==> config.mk <==
export PLATFORM = sky130hd
export DESIGN_NAME = eff_addr_unit
export DESIGN_NICKNAME = d
export VERILOG_FILES = /design/src/rtl/ea_pkg.sv /design/src/rtl/ea_control.sv /design/src/rtl/ea_datapath.sv /design/src/rtl/eff_addr_unit.sv
export SDC_FILE = /design/constraint.sdc
export NUM_CORES = 1
export LEC_CHECK = 0
export ABC_AREA = 1
export BUFFER_PORTS_ARGS = -buffer_cell sky130_fd_sc_hd__buf_2
export CORE_MARGIN = 5
export CORE_UTILIZATION = 57
export DETAILED_ROUTE_END_ITERATION = 16
export HOLD_SLACK_MARGIN = 0.1
export PLACE_DENSITY_LB_ADDON = 0.05
export SLEW_MARGIN = 20
export SYNTH_ARGS = -nofsm -noshare
export SYNTH_HDL_FRONTEND = slang
export SYNTH_SLANG_ARGS = --single-unit
==> constraint.sdc <==
create_clock -name clk -period 3.85 [get_ports clk]
set_input_delay 0.77 -clock clk [delete_from_list [all_inputs] [get_ports clk]]
set_output_delay 0.77 -clock clk [all_outputs]
set_load 0.02 [all_outputs]
==> src/rtl/ea_pkg.sv <==
package ea_pkg;
  localparam int MODE_W = 3;
  localparam logic [MODE_W-1:0] MODE_ABS   = 3'd0;
  localparam logic [MODE_W-1:0] MODE_IDX0  = 3'd1;
  localparam logic [MODE_W-1:0] MODE_IDX8  = 3'd2;
  localparam logic [MODE_W-1:0] MODE_IDX16 = 3'd3;

  typedef struct packed {
    logic              load;    // capture request inputs, aim read port at PC+1
    logic              step;    // advance read address by one
    logic              capHi;   // keep current read byte as high part
    logic              fin;     // produce results this edge
    logic [MODE_W-1:0] finMode; // form used for the results
  } ea_strobe_t;
endpackage

==> src/rtl/ea_control.sv <==
module ea_control
  import ea_pkg::*;
(
  input  logic              clk,
  input  logic              rst,
  input  logic              start,
  input  logic [MODE_W-1:0] mode,
  output ea_strobe_t        stb,
  output logic              busy,
  output logic              rdEn
);
  typedef enum logic [1:0] {ST_IDLE, ST_FIRST, ST_LAST} ctrl_state_e;

  ctrl_state_e       state, stateNxt;
  logic [MODE_W-1:0] modeReg;

  always_ff @(posedge clk) begin
    if (rst) begin
      state   <= ST_IDLE;
      modeReg <= '0;
    end else begin
      state <= stateNxt;
      if (stb.load) modeReg <= mode;
    end
  end

  always_comb begin
    stb      = '0;
    stateNxt = state;
    case (state)
      ST_IDLE: begin
        if (start) begin
          stb.load = 1'b1;
          case (mode)
            MODE_ABS, MODE_IDX16: stateNxt = ST_FIRST;
            MODE_IDX8:            stateNxt = ST_LAST;
            default: begin
              stb.fin     = 1'b1;
              stb.finMode = mode;
            end
          endcase
        end
      end
      ST_FIRST: begin
        stb.capHi = 1'b1;
        stb.step  = 1'b1;
        stateNxt  = ST_LAST;
      end
      ST_LAST: begin
        stb.fin     = 1'b1;
        stb.finMode = modeReg;
        stateNxt    = ST_IDLE;
      end
      default: stateNxt = ST_IDLE;
    endcase
  end

  assign busy = (state != ST_IDLE);
  assign rdEn = busy;
endmodule

==> src/rtl/ea_datapath.sv <==
module ea_datapath
  import ea_pkg::*;
#(
  parameter int DW = 8
) (
  input  logic            clk,
  input  logic            rst,
  input  ea_strobe_t      stb,
  input  logic [DW-1:0]   indexIn,
  input  logic [2*DW-1:0] pcIn,
  input  logic [DW-1:0]   rdData,
  output logic [2*DW-1:0] rdAddr,
  output logic [2*DW-1:0] effAddr,
  output logic [2*DW-1:0] pcNext,
  output logic            done
);
  localparam int AW = 2 * DW;

  logic [DW-1:0] xReg, hiByte, xSrc;
  logic [AW-1:0] pcBase, baseSrc, eaCalc, pcCalc;
  logic [DW:0]   lowSum;

  // on the accept edge the captured copies are not yet loaded
  assign xSrc    = stb.load ? indexIn : xReg;
  assign baseSrc = stb.load ? pcIn : pcBase;
  assign lowSum  = {1'b0, xSrc} + {1'b0, rdData};

  always_comb begin
    eaCalc = '0;
    pcCalc = baseSrc;
    case (stb.finMode)
      MODE_ABS: begin
        eaCalc = {hiByte, rdData};
        pcCalc = baseSrc + AW'(3);
      end
      MODE_IDX0: begin
        eaCalc = {{DW{1'b0}}, xSrc};
        pcCalc = baseSrc + AW'(1);
      end
      MODE_IDX8: begin
        eaCalc = {{(DW-1){1'b0}}, lowSum};
        pcCalc = baseSrc + AW'(2);
      end
      MODE_IDX16: begin
        eaCalc = {hiByte + DW'(lowSum[DW]), lowSum[DW-1:0]};
        pcCalc = baseSrc + AW'(3);
      end
      default: begin
        eaCalc = '0;
        pcCalc = baseSrc;
      end
    endcase
  end

  always_ff @(posedge clk) begin
    if (rst) begin
      xReg    <= '0;
      hiByte  <= '0;
      pcBase  <= '0;
      rdAddr  <= '0;
      effAddr <= '0;
      pcNext  <= '0;
      done    <= 1'b0;
    end else begin
      done <= stb.fin;
      if (stb.load) begin
        xReg   <= indexIn;
        pcBase <= pcIn;
        rdAddr <= pcIn + AW'(1);
      end else if (stb.step) begin
        rdAddr <= rdAddr + AW'(1);
      end
      if (stb.capHi) hiByte <= rdData;
      if (stb.fin) begin
        effAddr <= eaCalc;
        pcNext  <= pcCalc;
      end
    end
  end
endmodule

==> src/rtl/eff_addr_unit.sv <==
module eff_addr_unit
  import ea_pkg::*;
#(
  parameter int DW = 8,
  localparam int AW = 2 * DW
) (
  input  logic              clk,
  input  logic              rst,
  input  logic              start,
  input  logic [MODE_W-1:0] mode,
  input  logic [DW-1:0]     indexReg,
  input  logic [AW-1:0]     pcIn,
  output logic              rdEn,
  output logic [AW-1:0]     rdAddr,
  input  logic [DW-1:0]     rdData,
  output logic [AW-1:0]     effAddr,
  output logic [AW-1:0]     pcNext,
  output logic              done
);
  ea_strobe_t stb;
  logic       ctrlBusy;

  ea_control u_ctrl (
    .clk(clk), .rst(rst), .start(start), .mode(mode),
    .stb(stb), .busy(ctrlBusy), .rdEn(rdEn)
  );

  ea_datapath #(.DW(DW)) u_dp (
    .clk(clk), .rst(rst), .stb(stb), .indexIn(indexReg), .pcIn(pcIn),
    .rdData(rdData), .rdAddr(rdAddr), .effAddr(effAddr), .pcNext(pcNext),
    .done(done)
  );
endmodule

Yosys cells after proc, flatten, opt, wreduce, memory -nomap -nowiden
Cells that the tools add are included.
{"block": "word_totals", "regBits": 86, "out_inout_bits": 50, "elab_cells": 49}
{"block": "op_classes", "addsub": 7, "n_eq_ne": 9, "mux": 15, "n_reduce_logical": 9}
{"operator": "$pmux 16 s4", "n": 1}
{"operator": "$add 16x1->16 const B", "n": 3}
{"operator": "$mux 16", "n": 3}
{"operator": "$pmux 16 s3", "n": 1}
{"operator": "$add 16x2->16 const B", "n": 2}
{"operator": "$eq 3x2->1 const B", "n": 4}
{"operator": "$add 8x8->9", "n": 1}
{"operator": "$add 8x1->8", "n": 1}
{"operator": "$mux 4", "n": 2}
{"operator": "$mux 8", "n": 1}
{"operator": "$pmux 2 s2", "n": 2}
{"operator": "$pmux 4 s2", "n": 1}
{"operator": "$logic_not 3->1", "n": 2}
{"operator": "$mux 2", "n": 2}
{"operator": "$reduce_bool 2->1", "n": 2}
{"operator": "$reduce_or 2->1", "n": 2}
{"operator": "$eq 3x1->1 const B", "n": 1}
{"operator": "$ne 3x3->1 const B", "n": 1}
{"operator": "$reduce_or 3->1", "n": 1}
{"operator": "$eq 2x1->1 const B", "n": 1}
{"operator": "$eq 2x2->1 const B", "n": 1}
{"operator": "$logic_not 2->1", "n": 1}
{"operator": "$mux 1", "n": 2}
{"operator": "$ne 2x2->1 const B", "n": 1}
{"operator": "$reduce_and 2->1", "n": 1}

Longest topological paths before layout
Gate-level depths: netlist of run 1.
{"block": "logic_depth", "word_depth": 8, "mapped_depth": 22, "ltp_nobuf": 20}

Hierarchy
A second synthesis of run 1 with hierarchy kept.
{"block": "hier_totals", "hier_cells": 817, "area_unflattened_um2": 5405.2}
{"mod": "ea_datapath", "n_inst": 1, "cells_each": 771, "area_each_um2": 5096.1, "seq_area_each_um2": 1621.6}
{"mod": "ea_control", "n_inst": 1, "cells_each": 46, "area_each_um2": 309.0, "seq_area_each_um2": 100.1}

Least setup slack after synthesis of run 1
No wires, ideal clock.
{"block": "synth_path", "path_type": "in2reg", "startpoint": "in start", "endpoint": "reg u_dp.effAddr[14]", "setup_time_ns": 0.071, "arrival_time_ns": 3.540, "slack_ns": 0.239, "stages": 21, "path_cell_list": "inv_2 nor2_4 buf_6 buf_2 or2_2 o21ai_0 inv_1 ha_1 fa_1 nand3_1 nand2_1 nand2_1 o311ai_0 ha_1 ha_1 nand3_1 nor3_1 xnor2_1 o21ai_0 nand2_1 a21oi_1"}
{"block": "synth_between", "elab_chain_cells": 6, "word_cells_on_any_way": 12, "cone_classes": "add/sub (2); eq/ne (3); mux (6); reduce/logical (1)"}
{"item": "start, declared", "line": "eff_addr_unit.sv:9", "text": "input logic start,"}
{"item": "$mux 1", "line": "ea_control.sv:32", "text": "if (start) begin"}
{"item": "$mux 1", "line": "ea_control.sv:30", "text": "case (state)"}
{"item": "$mux 8"}
{"item": "net u_dp.xSrc[0]", "line": "ea_datapath.sv:19", "text": "logic [DW-1:0] xReg, hiByte, xSrc;"}
{"item": "$add 8x8->9", "line": "ea_datapath.sv:26", "text": "assign lowSum = {1'b0, xSrc} + {1'b0, rdData};"}
{"item": "$add 8x1->8", "line": "ea_datapath.sv:45", "text": "eaCalc = {hiByte + DW'(lowSum[DW]), lowSum[DW-1:0]};"}
{"item": "$pmux 16 s4", "line": "ea_datapath.sv:31", "text": "case (stb.finMode)"}
{"item": "end signal, assigned", "line": "ea_datapath.sv:75", "text": "effAddr <= eaCalc;"}
{"item": "end, declared", "line": "ea_datapath.sv:13", "text": "output logic [2*DW-1:0] effAddr,"}
The timed path passes the listed nets, and every way through them passes these cells.
A chain may end at the register's enable or synchronous reset.

Final worst setup path of run 1
Ends and elaborated chain as after synthesis.

==> results.json, run 1 <==
{
  "outcome": "completed",
  "worstSetupStartpointType": "input port",
  "post-route-util": 0.6723,
  "timing.critical_path.to_type": "register",
  "final.fill_count": 879,
  "core-area_sq_um": 9240,
  "finalWeightedCongestion": 0.9653,
  "first_element_of_the_critical_path": "start",
  "postRouteAntennaNets": 0,
  "layout_area_overhead_pct": 15.44,
  "max-vdd-ir-drop_mv": 0.2256,
  "grt_pass1_wl_microns": 25740,
  "globalRouteMet3Util": 0.03853,
  "reg2reg_from": "u_ctrl.state[0]$_SDFFE_PP0P_",
  "clock_insertion_delay_worst_skew_ns": 0.36,
  "layout-drive-gt1-share": 0.2105,
  "total_leakage_power_nw": 3.027,
  "clk_sink_count": 86,
  "tritoncts": "yes",
  "yosys.cell_types.count": 41,
  "rsz0062_at_grt": "false",
  "grt.total_usage": 0.2799,
  "antenna_cells_inserted": 0,
  "syn_inst": 820,
  "number_of_maximum_capacitance_constraint_violations": 0,
  "overflow": 0,
  "io_count": 88,
  "floorplan.die_area_sq_um": 11480,
  "synth_nets": 873,
  "via_count_of_the_first_global_routing_pass": 5262,
  "route.detailed.drc": 0,
  "setup_viol": 0,
  "fin_skew_ns": 0.01433,
  "io_buffers": 87,
  "groute.layer.met1.usage": 0.3648,
  "antenna_found_initial": 0,
  "synth_top_flop_cell": "sky130_fd_sc_hd__dfxtp_1",
  "netlist_area_sq_um": 5381,
  "design_power_total_w": 0.002586,
  "place.detailed.instances": 1026,
  "num-nets-final": 961,
  "synth.ff_latch_count": 86,
  "fin_setup_tns_ns": 0,
  "drt-wirelength-per-cell_microns": 15.22,
  "via_count": 5724,
  "maximum_root_to_sink_buffer_count": 2,
  "final.min_clock_period_ns": 3.467,
  "postSynthAreaPerCell_sq_um": 6.563,
  "synth_async_sr_flop_share": 0,
  "tightestPinTransition_ns": 0.9107,
  "gr-usage-met2": 0.4665,
  "slew_headroom": 0.3922,
  "maximum_frequency_from_static_timing_analysis_mhz": 288.4,
  "power.density_cell_area_nw_per_um2": 416.3,
  "initial_core_util": 0.5824,
  "chipHeight_microns": 107.2,
  "layout_common_cells": "sky130_fd_sc_hd__nand2_1, sky130_fd_sc_hd__inv_1, sky130_fd_sc_hd__buf_2, sky130_fd_sc_hd__dfxtp_1, sky130_fd_sc_hd__nand3_1",
  "drt_first_iter_violations": 348,
  "hold_viol": 0,
  "cp.required_ns": 4.14,
  "dp_hpwl_microns": 11970,
  "min-delay-path-class": "reg2reg",
  "period_share": 0.9005,
  "crit_path_max_fanout": 7,
  "root_buffer_cell": "sky130_fd_sc_hd__clkbuf_8",
  "ys.warnings.count": 0,
  "postRouteWirelength_microns": 15850,
  "synth_edf_count": 0,
  "global_route.peak_usage_layer": "met2",
  "synth-seq-area-share": 0.3199,
  "cts_max_level": 3,
  "number_of_detailed_route_iterations_in_the_first_pass": 5,
  "most_common_cell_after_layout_fill_and_taps_aside": "sky130_fd_sc_hd__nand2_1",
  "finalMaxSlewViolations": 0,
  "critical_path_arrival_ns": 3.76,
  "layout.cells.non_filler": 1041,
  "hp-start": "u_dp.effAddr[15]$_SDFFE_PP0P_",
  "path_clk_slew_ns": 0.10,
  "fp.dieW_microns": 107.2,
  "drt-vias-per-instance": 5.499,
  "grt_max_degree": 56,
  "placement_rows": 35,
  "crit_type": "in2reg",
  "tritoncts.num_buffers": 9
}
## final timing paths
check	endpoint	slack, ns	cells past startpoint
worst min-delay path	u_dp.effAddr[15]$_SDFFE_PP0P_	0.47	2
worst max-delay path	u_dp.effAddr[14]$_SDFFE_PP0P_	0.38	20
worst max register to register	u_dp.effAddr[14]$_SDFFE_PP0P_	0.39	20
worst min register to register	u_dp.effAddr[15]$_SDFFE_PP0P_	0.47	2
## worst max-delay path: stages
cell and delay, ns:
sky130_fd_sc_hd__buf_2 0.13, sky130_fd_sc_hd__inv_2 0.08, sky130_fd_sc_hd__nor2_4 0.06, sky130_fd_sc_hd__or2_2 0.27, sky130_fd_sc_hd__o21ai_0 0.12, sky130_fd_sc_hd__inv_1 0.10, sky130_fd_sc_hd__ha_1 0.22, sky130_fd_sc_hd__fa_1 0.40
sky130_fd_sc_hd__nand3_1 0.12, sky130_fd_sc_hd__nand2_1 0.08, sky130_fd_sc_hd__nand2_1 0.08, sky130_fd_sc_hd__o311ai_0 0.21, sky130_fd_sc_hd__ha_1 0.27, sky130_fd_sc_hd__ha_1 0.21, sky130_fd_sc_hd__nand3_1 0.12, sky130_fd_sc_hd__nor3_1 0.07
sky130_fd_sc_hd__xnor2_1 0.12, sky130_fd_sc_hd__o21ai_0 0.14, sky130_fd_sc_hd__nand2_1 0.07, sky130_fd_sc_hd__a21oi_1 0.12
## state kept, by name (all words and copies together), names as in the netlist
name / flops
u_ctrl.state: 2
u_ctrl.modeReg: 3
u_dp.pcNext: 16
u_dp.done: 1
u_dp.rdAddr: 16
u_dp.effAddr: 16
u_dp.xReg: 8
u_dp.pcBase: 16
u_dp.hiByte: 8
## report_power, final
group          leakage, nW  internal (W)  total, W  switching (W)
Combinational         2.20      0.000255  0.000780       0.000525
Sequential           0.708      0.000970   0.00101      0.0000428
Clock                0.123      0.000448  0.000793       0.000345
## cells in the mapped netlist (4+ instances only)
master | count | area share
sky130_fd_sc_hd__a21oi_1 | 55 | 0.051
sky130_fd_sc_hd__buf_2 | 4 | 0.0037
sky130_fd_sc_hd__buf_6 | 4 | 0.0084
sky130_fd_sc_hd__clkbuf_1 | 17 | 0.012
sky130_fd_sc_hd__dfxtp_1 | 86 | 0.32
sky130_fd_sc_hd__ha_1 | 13 | 0.030
sky130_fd_sc_hd__inv_1 | 104 | 0.073
sky130_fd_sc_hd__inv_2 | 13 | 0.0091
sky130_fd_sc_hd__nand2_1 | 186 | 0.13
sky130_fd_sc_hd__nand2_2 | 14 | 0.016
sky130_fd_sc_hd__nand3_1 | 82 | 0.076
sky130_fd_sc_hd__nand3b_1 | 5 | 0.0070
sky130_fd_sc_hd__nand4_1 | 8 | 0.0093
sky130_fd_sc_hd__nor2_1 | 62 | 0.043
sky130_fd_sc_hd__nor2_2 | 11 | 0.013
sky130_fd_sc_hd__nor2_4 | 4 | 0.0084
sky130_fd_sc_hd__nor3_1 | 5 | 0.0046
sky130_fd_sc_hd__o211ai_1 | 13 | 0.018
sky130_fd_sc_hd__o21ai_0 | 64 | 0.060
sky130_fd_sc_hd__o21ai_1 | 8 | 0.0074
sky130_fd_sc_hd__o21ai_2 | 9 | 0.015
sky130_fd_sc_hd__or2_0 | 4 | 0.0046
sky130_fd_sc_hd__or2_2 | 10 | 0.012
sky130_fd_sc_hd__xor2_1 | 9 | 0.015
## kinds of logic (layout without fill, tap and decap cells)
group,after synthesis,after routing,share of synthesized area
AO/OA/AOI/OAI,163,163,0.1744
flip-flops,86,86,0.3199
AND/OR/NAND/NOR,399,399,0.3395
XOR/XNOR,12,12,0.01953
adder cells (fa/ha/maj),15,15,0.03767
buffers and inverters,145,237,0.1090
## metal layers
metal / wire length (microns) / share of wire
met1: 6929 / 0.44
met2: 7439 / 0.47
met3: 1036 / 0.065
met4: 444 / 0.028
met5: 0 / 0
## area by class of cell
type / instances / area, sq um / share of cell area
inverters: 117 / 439.2 / 0.07069
repair buffers: 105 / 570.5 / 0.09184
multi-input cells: 589 / 3073 / 0.4947
clock inverters: 5 / 107.6 / 0.01732
flip-flops and latches: 86 / 1723 / 0.2773
clock buffers: 10 / 137.6 / 0.02216
well taps: 129 / 161.4 / 0.02598
## through the flow
stage | area (sq um) | setup slack [ns] | hold WS [ns]
2_1_floorplan | 5381 | 0.2390 | 0.4453
6_report | 6212 | 0.3832 | 0.4673
3_3_place_gp | 5966 | 0.1358 | 0.4500
3_5_place_dp | 5966 | 0.04648 | 0.4534
5_1_grt | 6212 | 0.07522 | 0.4889
4_1_cts | 6211 | 0.3319 | 0.4675
## what timing repair did
item                       in CTS  in global routing
hold buffers                    0                  0
resized for setup               0                  1
setup buffers                   0                  0
setup endpoints to repair       0                  1
Power figures use the tool's default switching activity.
==> inputs of run 2 (changes only) <==
CORE_UTILIZATION = 52   (was 57)
clock period = 3.1 ns   (was 3.85 ns; I/O delays follow)
==> results.json, run 2 (synthesized netlist as in run 1, its figures left out) <==
{
  "outcome": "complete, but fails checks",
  "violations": "negative setup slack",
  "chipHeight_microns": 111.7,
  "layout_area_overhead_pct": 24.67,
  "path_clk_slew_ns": 0.09,
  "initial_core_util": 0.5260,
  "hold_end": "u_dp.effAddr[8]$_SDFFE_PP0P_",
  "globalRouteMet3Util": 0.04402,
  "postRouteWirelength_microns": 16430,
  "clock_insertion_delay_worst_skew_ns": 0.38,
  "via_count": 5825,
  "number_of_detailed_route_iterations_in_the_first_pass": 5,
  "tritoncts": "yes",
  "global_route.peak_usage_layer": "met2",
  "p_comb_frac": 0.345,
  "place.detailed.instances": 1059,
  "maximum_root_to_sink_buffer_count": 2,
  "grt_max_degree": 56,
  "crit_type": "reg2reg",
  "clkPwrFrac": 0.264,
  "hold_viol": 0,
  "finalWeightedCongestion": 0.9182,
  "groute.layer.met1.usage": 0.3093,
  "net_switching_fraction_of_the_power": 0.3737,
  "p_switching_w": 0.001201,
  "overflow": 0,
  "via_count_of_the_first_global_routing_pass": 5786,
  "root_buffer_cell": "sky130_fd_sc_hd__clkbuf_8",
  "worstRegToRegCells": 18,
  "fin_skew_ns": 0.01017,
  "io_count": 88,
  "post-route-util": 0.6557,
  "tightestPinTransition_ns": 0.9726,
  "crit_path_max_fanout": 4,
  "drt-vias-per-instance": 5.374,
  "total_leakage_power_nw": 3.227,
  "hp-start": "u_dp.effAddr[8]$_SDFFE_PP0P_",
  "placement_rows": 37,
  "grt_pass1_wl_microns": 27300,
  "min-delay-path-class": "reg2reg",
  "most_common_cell_after_layout_fill_and_taps_aside": "sky130_fd_sc_hd__nand2_1",
  "layout.cells.non_filler": 1084,
  "floorplan.die_area_sq_um": 12480,
  "gr-usage-met2": 0.4740,
  "rsz0062_at_grt": "true",
  "drt_first_iter_violations": 411,
  "tritoncts.num_buffers": 9,
  "power_frac_seq": 0.391,
  "dp_hpwl_microns": 12220,
  "antenna_cells_inserted": 0,
  "timing.critical_path.to_type": "register",
  "num-nets-final": 996,
  "hold-path-cell-count": 2,
  "grt.total_usage": 0.2648,
  "r2r-end": "u_dp.effAddr[14]$_SDFFE_PP0P_",
  "layout-drive-gt1-share": 0.2743,
  "route.detailed.drc": 0,
  "period_share": 1.008,
  "maximum_frequency_from_static_timing_analysis_mhz": 319.9,
  "reg2reg_from": "u_ctrl.state[0]$_SDFFE_PP0P_",
  "cp.required_ns": 3.41,
  "holdBufCountCts": 0,
  "io_buffers": 87,
  "drt-wirelength-per-cell_microns": 15.15,
  "setup_viol": 1,
  "max-vdd-ir-drop_mv": 0.2981,
  "layout_common_cells": "sky130_fd_sc_hd__nand2_1, sky130_fd_sc_hd__inv_1, sky130_fd_sc_hd__buf_2, sky130_fd_sc_hd__dfxtp_1, sky130_fd_sc_hd__nand3_1",
  "finalMaxSlewViolations": 0,
  "final.setup.worst_slack_ns": -0.02576,
  "clk_sink_count": 86,
  "slew_headroom": 0.3509,
  "fp.dieW_microns": 111.7,
  "postRouteAntennaNets": 0,
  "reg2reg_slack_ns": -0.03,
  "final.min_clock_period_ns": 3.126,
  "internal_power_w": 0.002013,
  "cts_max_level": 3,
  "core-area_sq_um": 10230,
  "power.density_cell_area_nw_per_um2": 479.2,
  "critical_path_arrival_ns": 3.44,
  "antenna_found_initial": 0,
  "number_of_maximum_capacitance_constraint_violations": 0,
  "worstSetupStartpointType": "register"
}
[run 2: cell type report]
cell class	count	area (sq um)
Tap cell	136	170.2
Fill cell	973	3522
Clock buffer	10	137.6
Timing Repair Buffer	139	845.8
Multi-Input combinational cell	590	3311
Clock inverter	6	68.82
Inverter	117	451.7
Sequential cell	86	1724
[run 2: critical path, cell delays in order, from the launching register on]
cell                       delay (ns)
sky130_fd_sc_hd__dfxtp_2         0.33
sky130_fd_sc_hd__buf_4           0.14
sky130_fd_sc_hd__nor2_4          0.18
sky130_fd_sc_hd__nand2_4         0.09
sky130_fd_sc_hd__buf_4           0.16
sky130_fd_sc_hd__o21ai_4         0.13
sky130_fd_sc_hd__inv_2           0.07
sky130_fd_sc_hd__ha_4            0.27
sky130_fd_sc_hd__a21oi_1         0.09
sky130_fd_sc_hd__o311ai_4        0.35
sky130_fd_sc_hd__ha_2            0.27
sky130_fd_sc_hd__buf_6           0.11
sky130_fd_sc_hd__ha_4            0.15
sky130_fd_sc_hd__nand3_4         0.10
sky130_fd_sc_hd__nor3_4          0.19
sky130_fd_sc_hd__xnor2_1         0.10
sky130_fd_sc_hd__o21ai_1         0.14
sky130_fd_sc_hd__nand2_1         0.08
sky130_fd_sc_hd__a21oi_2         0.12
[run 2: how the worst max path moves through the flow]
| stage | slack, ns | endpoint | depth (start not counted) | startpoint |
|---|---|---|---|---|
| floorplan | -0.08 | u_dp.effAddr[14]$_SDFFE_PP0P_ | 21 | start |
| finish | -0.03 | u_dp.effAddr[14]$_SDFFE_PP0P_ | 18 | u_ctrl.state[0]$_SDFFE_PP0P_ |
| detailed placement | -0.37 | u_dp.effAddr[15]$_SDFFE_PP0P_ | 17 | start |
| CTS | -0.005 | u_dp.effAddr[15]$_SDFFE_PP0P_ | 19 | u_ctrl.state[0]$_SDFFE_PP0P_ |
| global route | -0.16 | u_dp.effAddr[14]$_SDFFE_PP0P_ | 18 | u_ctrl.state[1]$_SDFFE_PP0P_ |
| global placement | -0.20 | u_dp.effAddr[14]$_SDFFE_PP0P_ | 20 | start |
[run 2: per-layer routing]
layer | wire (microns) | share of wire | up-vias
met2 | 8217 | 0.50 | 191
met1 | 6878 | 0.42 | 2684
met5 | 0 | 0 | -
met4 | 433 | 0.026 | 0
li1 | - | - | 2915
met3 | 896 | 0.055 | 35
[run 2: timing repair]
action                                  CTS  global route
gates resized for setup                   8            23
buffers inserted                          3             5
pin swaps                                 5            19
gates cloned                              0             1
endpoints found under the setup margin    1            13
[run 2: power groups by stage]
stage	clock network [W]	logic, W	registers (W)
2_1_floorplan	0	0.000637	0.00135
3_3_place_gp	0	0.00104	0.00128
3_5_place_dp	0	0.00105	0.00128
4_1_cts	0.000858	0.00107	0.00126
5_1_grt	0.000925	0.00123	0.00127
6_report	0.000847	0.00111	0.00126
[run 2: stage by stage]
stage | worst slack [ns] | instance area [sq um] | hold slack, ns | TNS, ns | total power (W)
finish | -0.02576 | 6709 | 0.4650 | -0.02576 | 0.003215
global route | -0.1647 | 6709 | 0.4888 | -0.5299 | 0.003426
CTS | -0.005097 | 6563 | 0.4674 | -0.005097 | 0.003188
detailed placement | -0.3741 | 6304 | 0.4537 | -2.150 | 0.002335
global placement | -0.1950 | 6304 | 0.4515 | -0.8595 | 0.002316
floorplan | -0.07622 | 5510 | 0.4453 | -0.1510 | 0.001989
==> inputs of run 3 (changes only) <==
CELL_PAD_IN_SITES_DETAIL_PLACEMENT = 1   (was default)
CELL_PAD_IN_SITES_GLOBAL_PLACEMENT = 2   (was default)
CORE_UTILIZATION = 28   (was 52)
==> results.json, run 3 (synthesized netlist as in run 1, its figures left out) <==
{
  "cts_max_level": 3,
  "layout-drive-gt1-share": 0.2887,
  "grt.total_usage": 0.1901,
  "finalMaxSlewViolations": 0,
  "number_of_detailed_route_iterations_in_the_first_pass": 4,
  "maximum_frequency_from_static_timing_analysis_mhz": 337.0,
  "clock_insertion_delay_worst_skew_ns": 0.35,
  "min-delay-path-class": "reg2reg",
  "holdBufCountCts": 0,
  "timing.critical_path.to_type": "register",
  "power_frac_seq": 0.361,
  "worstSetupStartpointType": "register",
  "max-vdd-ir-drop_mv": 0.2456,
  "tightestPinTransition_ns": 0.8365,
  "grt_pass1_wl_microns": 33380,
  "crit_type": "reg2reg",
  "floorplan.die_area_sq_um": 22090,
  "placement_rows": 50,
  "critical_path_buf_inv_count": 3,
  "fin_hold_ws_ns": 0.4651,
  "cp.required_ns": 3.38,
  "drt-wirelength-per-cell_microns": 16.81,
  "fp.dieW_microns": 148.6,
  "antenna_cells_inserted": 0,
  "rsz0062_at_grt": "true",
  "dp_hpwl_microns": 15730,
  "net_switching_fraction_of_the_power": 0.3637,
  "clkPwrFrac": 0.302,
  "chipHeight_microns": 148.6,
  "total_leakage_power_nw": 3.321,
  "layout_area_overhead_pct": 31.20,
  "critical_path.slowest_cell": "sky130_fd_sc_hd__fa_2",
  "critical_path.cell_chain": "buf_6 -> nor2_4 -> nand2_4 -> buf_6 -> o21ai_4 -> inv_2 -> ha_4 -> fa_2 -> nand3_2 -> nand2_2 -> nand2_2 -> o311ai_4 -> ha_4 -> ha_4 -> nand3_4 -> nor3_2 -> xnor2_1 -> o21ai_1 -> nand2_1 -> a21oi_2",
  "via_count": 5880,
  "postPlaceCellArea_sq_um": 6596,
  "internal_power_w": 0.002217,
  "p_comb_frac": 0.336,
  "final.fill_count": 2416,
  "io_buffers": 87,
  "fin_skew_ns": 0.005301,
  "critical_path_arrival_ns": 3.25,
  "crit_path_max_fanout": 7,
  "io_count": 88,
  "clk_sink_count": 86,
  "final_cell_area_sq_um": 7061,
  "final.min_clock_period_ns": 2.967,
  "path_clk_slew_ns": 0.06,
  "root_buffer_cell": "sky130_fd_sc_hd__clkbuf_16",
  "postRouteWirelength_microns": 20560,
  "critical-path-top-cell-by-count": "sky130_fd_sc_hd__ha_4",
  "setup_viol": 0,
  "most_common_cell_after_layout_fill_and_taps_aside": "sky130_fd_sc_hd__nand2_1",
  "finalWeightedCongestion": 0.8411,
  "antenna_found_initial": 0,
  "num-nets-final": 1012,
  "initial_core_util": 0.2858,
  "maximum_root_to_sink_buffer_count": 2,
  "grt_max_degree": 56,
  "overflow": 0,
  "power.density_cell_area_nw_per_um2": 493.5,
  "hold_viol": 0,
  "route.detailed.drc": 0,
  "number_of_maximum_capacitance_constraint_violations": 0,
  "drt-vias-per-instance": 4.808,
  "drt_first_iter_violations": 209,
  "layout_common_cells": "sky130_fd_sc_hd__nand2_1, sky130_fd_sc_hd__inv_1, sky130_fd_sc_hd__buf_2, sky130_fd_sc_hd__dfxtp_1, sky130_fd_sc_hd__nand3_1",
  "outcome": "completed",
  "tritoncts": "yes",
  "p_switching_w": 0.001267,
  "period_share": 0.9572,
  "via_count_of_the_first_global_routing_pass": 6365,
  "postRouteAntennaNets": 0,
  "timing.critical_path.max_delay_family": "adder cells",
  "tritoncts.num_buffers": 9,
  "worst_path_largest_cell_delay_ns": 0.37,
  "core-area_sq_um": 18830,
  "slew_headroom": 0.4417
}
-- run 3: cell count changes in the layout (fill, tap and decap cells not counted), sizes merged --
cell	before	now
buf	139	156
inv	119	117
bufinv	1	0
clkbuf	10	11
clkinv	2	3
nand2	202	201
-- run 3: repair_timing --
| action | CTS | global route |
|---|---|---|
| pin swaps | 1 | 13 |
| setup buffers | 0 | 5 |
| endpoints found under the setup margin | 1 | 11 |
| gates resized for setup | 0 | 37 |
-- run 3: stage by stage --
step | util | instances | setup TNS, ns | power [W] | worst slack, ns
after floorplan | - | 820 | -0.1510 | 0.001989 | -0.07622
after global placement | 0.3503 | 1203 | -1.514 | 0.002392 | -0.2582
after detailed placement | 0.3503 | 1203 | -2.356 | 0.002416 | -0.3024
after CTS | 0.3649 | 1218 | 0 | 0.003506 | 0.003882
after global routing | 0.3750 | 1223 | -0.2256 | 0.003719 | -0.05424
final | 0.3750 | 1223 | 0 | 0.003485 | 0.1328
-- run 3: layout make-up --
type                            count  area [sq um]  area share
Multi-Input combinational cell    589          3317      0.4698
Clock buffer                       11         252.7     0.03580
Timing Repair Buffer              156         964.7      0.1366
Sequential cell                    86          1727      0.2446
Inverter                          117         451.7     0.06397
Clock inverter                      4         22.52    0.003190
Tap cell                          260         325.3     0.04607
-- run 3: power groups by stage --
stage / sequential, W / combinational [W] / clock (W)
after floorplan: 0.00135 / 0.000637 / 0
after global placement: 0.00128 / 0.00111 / 0
after detailed placement: 0.00128 / 0.00113 / 0
after CTS: 0.00126 / 0.00114 / 0.00111
after global routing: 0.00127 / 0.00131 / 0.00114
final: 0.00126 / 0.00117 / 0.00105
-- run 3: per-layer routing --
metal	track usage	wire (microns)	vias to the layer above
li1	-	-	2933
met1	0.2265	8790	2823
met2	0.3494	10600	96
met3	0.02620	713	28
met4	0.06328	455	0
met5	0	0	-
-- run 3: final timing paths --
kind | start | endpoint | slack, ns | depth (start not counted)
min reg2reg | u_dp.effAddr[4]$_SDFFE_PP0P_ | u_dp.effAddr[4]$_SDFFE_PP0P_ | 0.47 | 2
max reg2reg | u_ctrl.state[0]$_SDFFE_PP0P_ | u_dp.effAddr[14]$_SDFFE_PP0P_ | 0.13 | 20
max | u_ctrl.state[0]$_SDFFE_PP0P_ | u_dp.effAddr[14]$_SDFFE_PP0P_ | 0.13 | 20
min | u_dp.effAddr[4]$_SDFFE_PP0P_ | u_dp.effAddr[4]$_SDFFE_PP0P_ | 0.47 | 2
-- run 3: worst reg2reg max path, delay by kind of cell (launching register included) --
family	cells	cell delay (ns)
fa+ha+maj	4	0.91
simple gates	8	0.66
compound gates	4	0.54
buf+inv	3	0.34
flops	1	0.33
xor+xnor	1	0.13
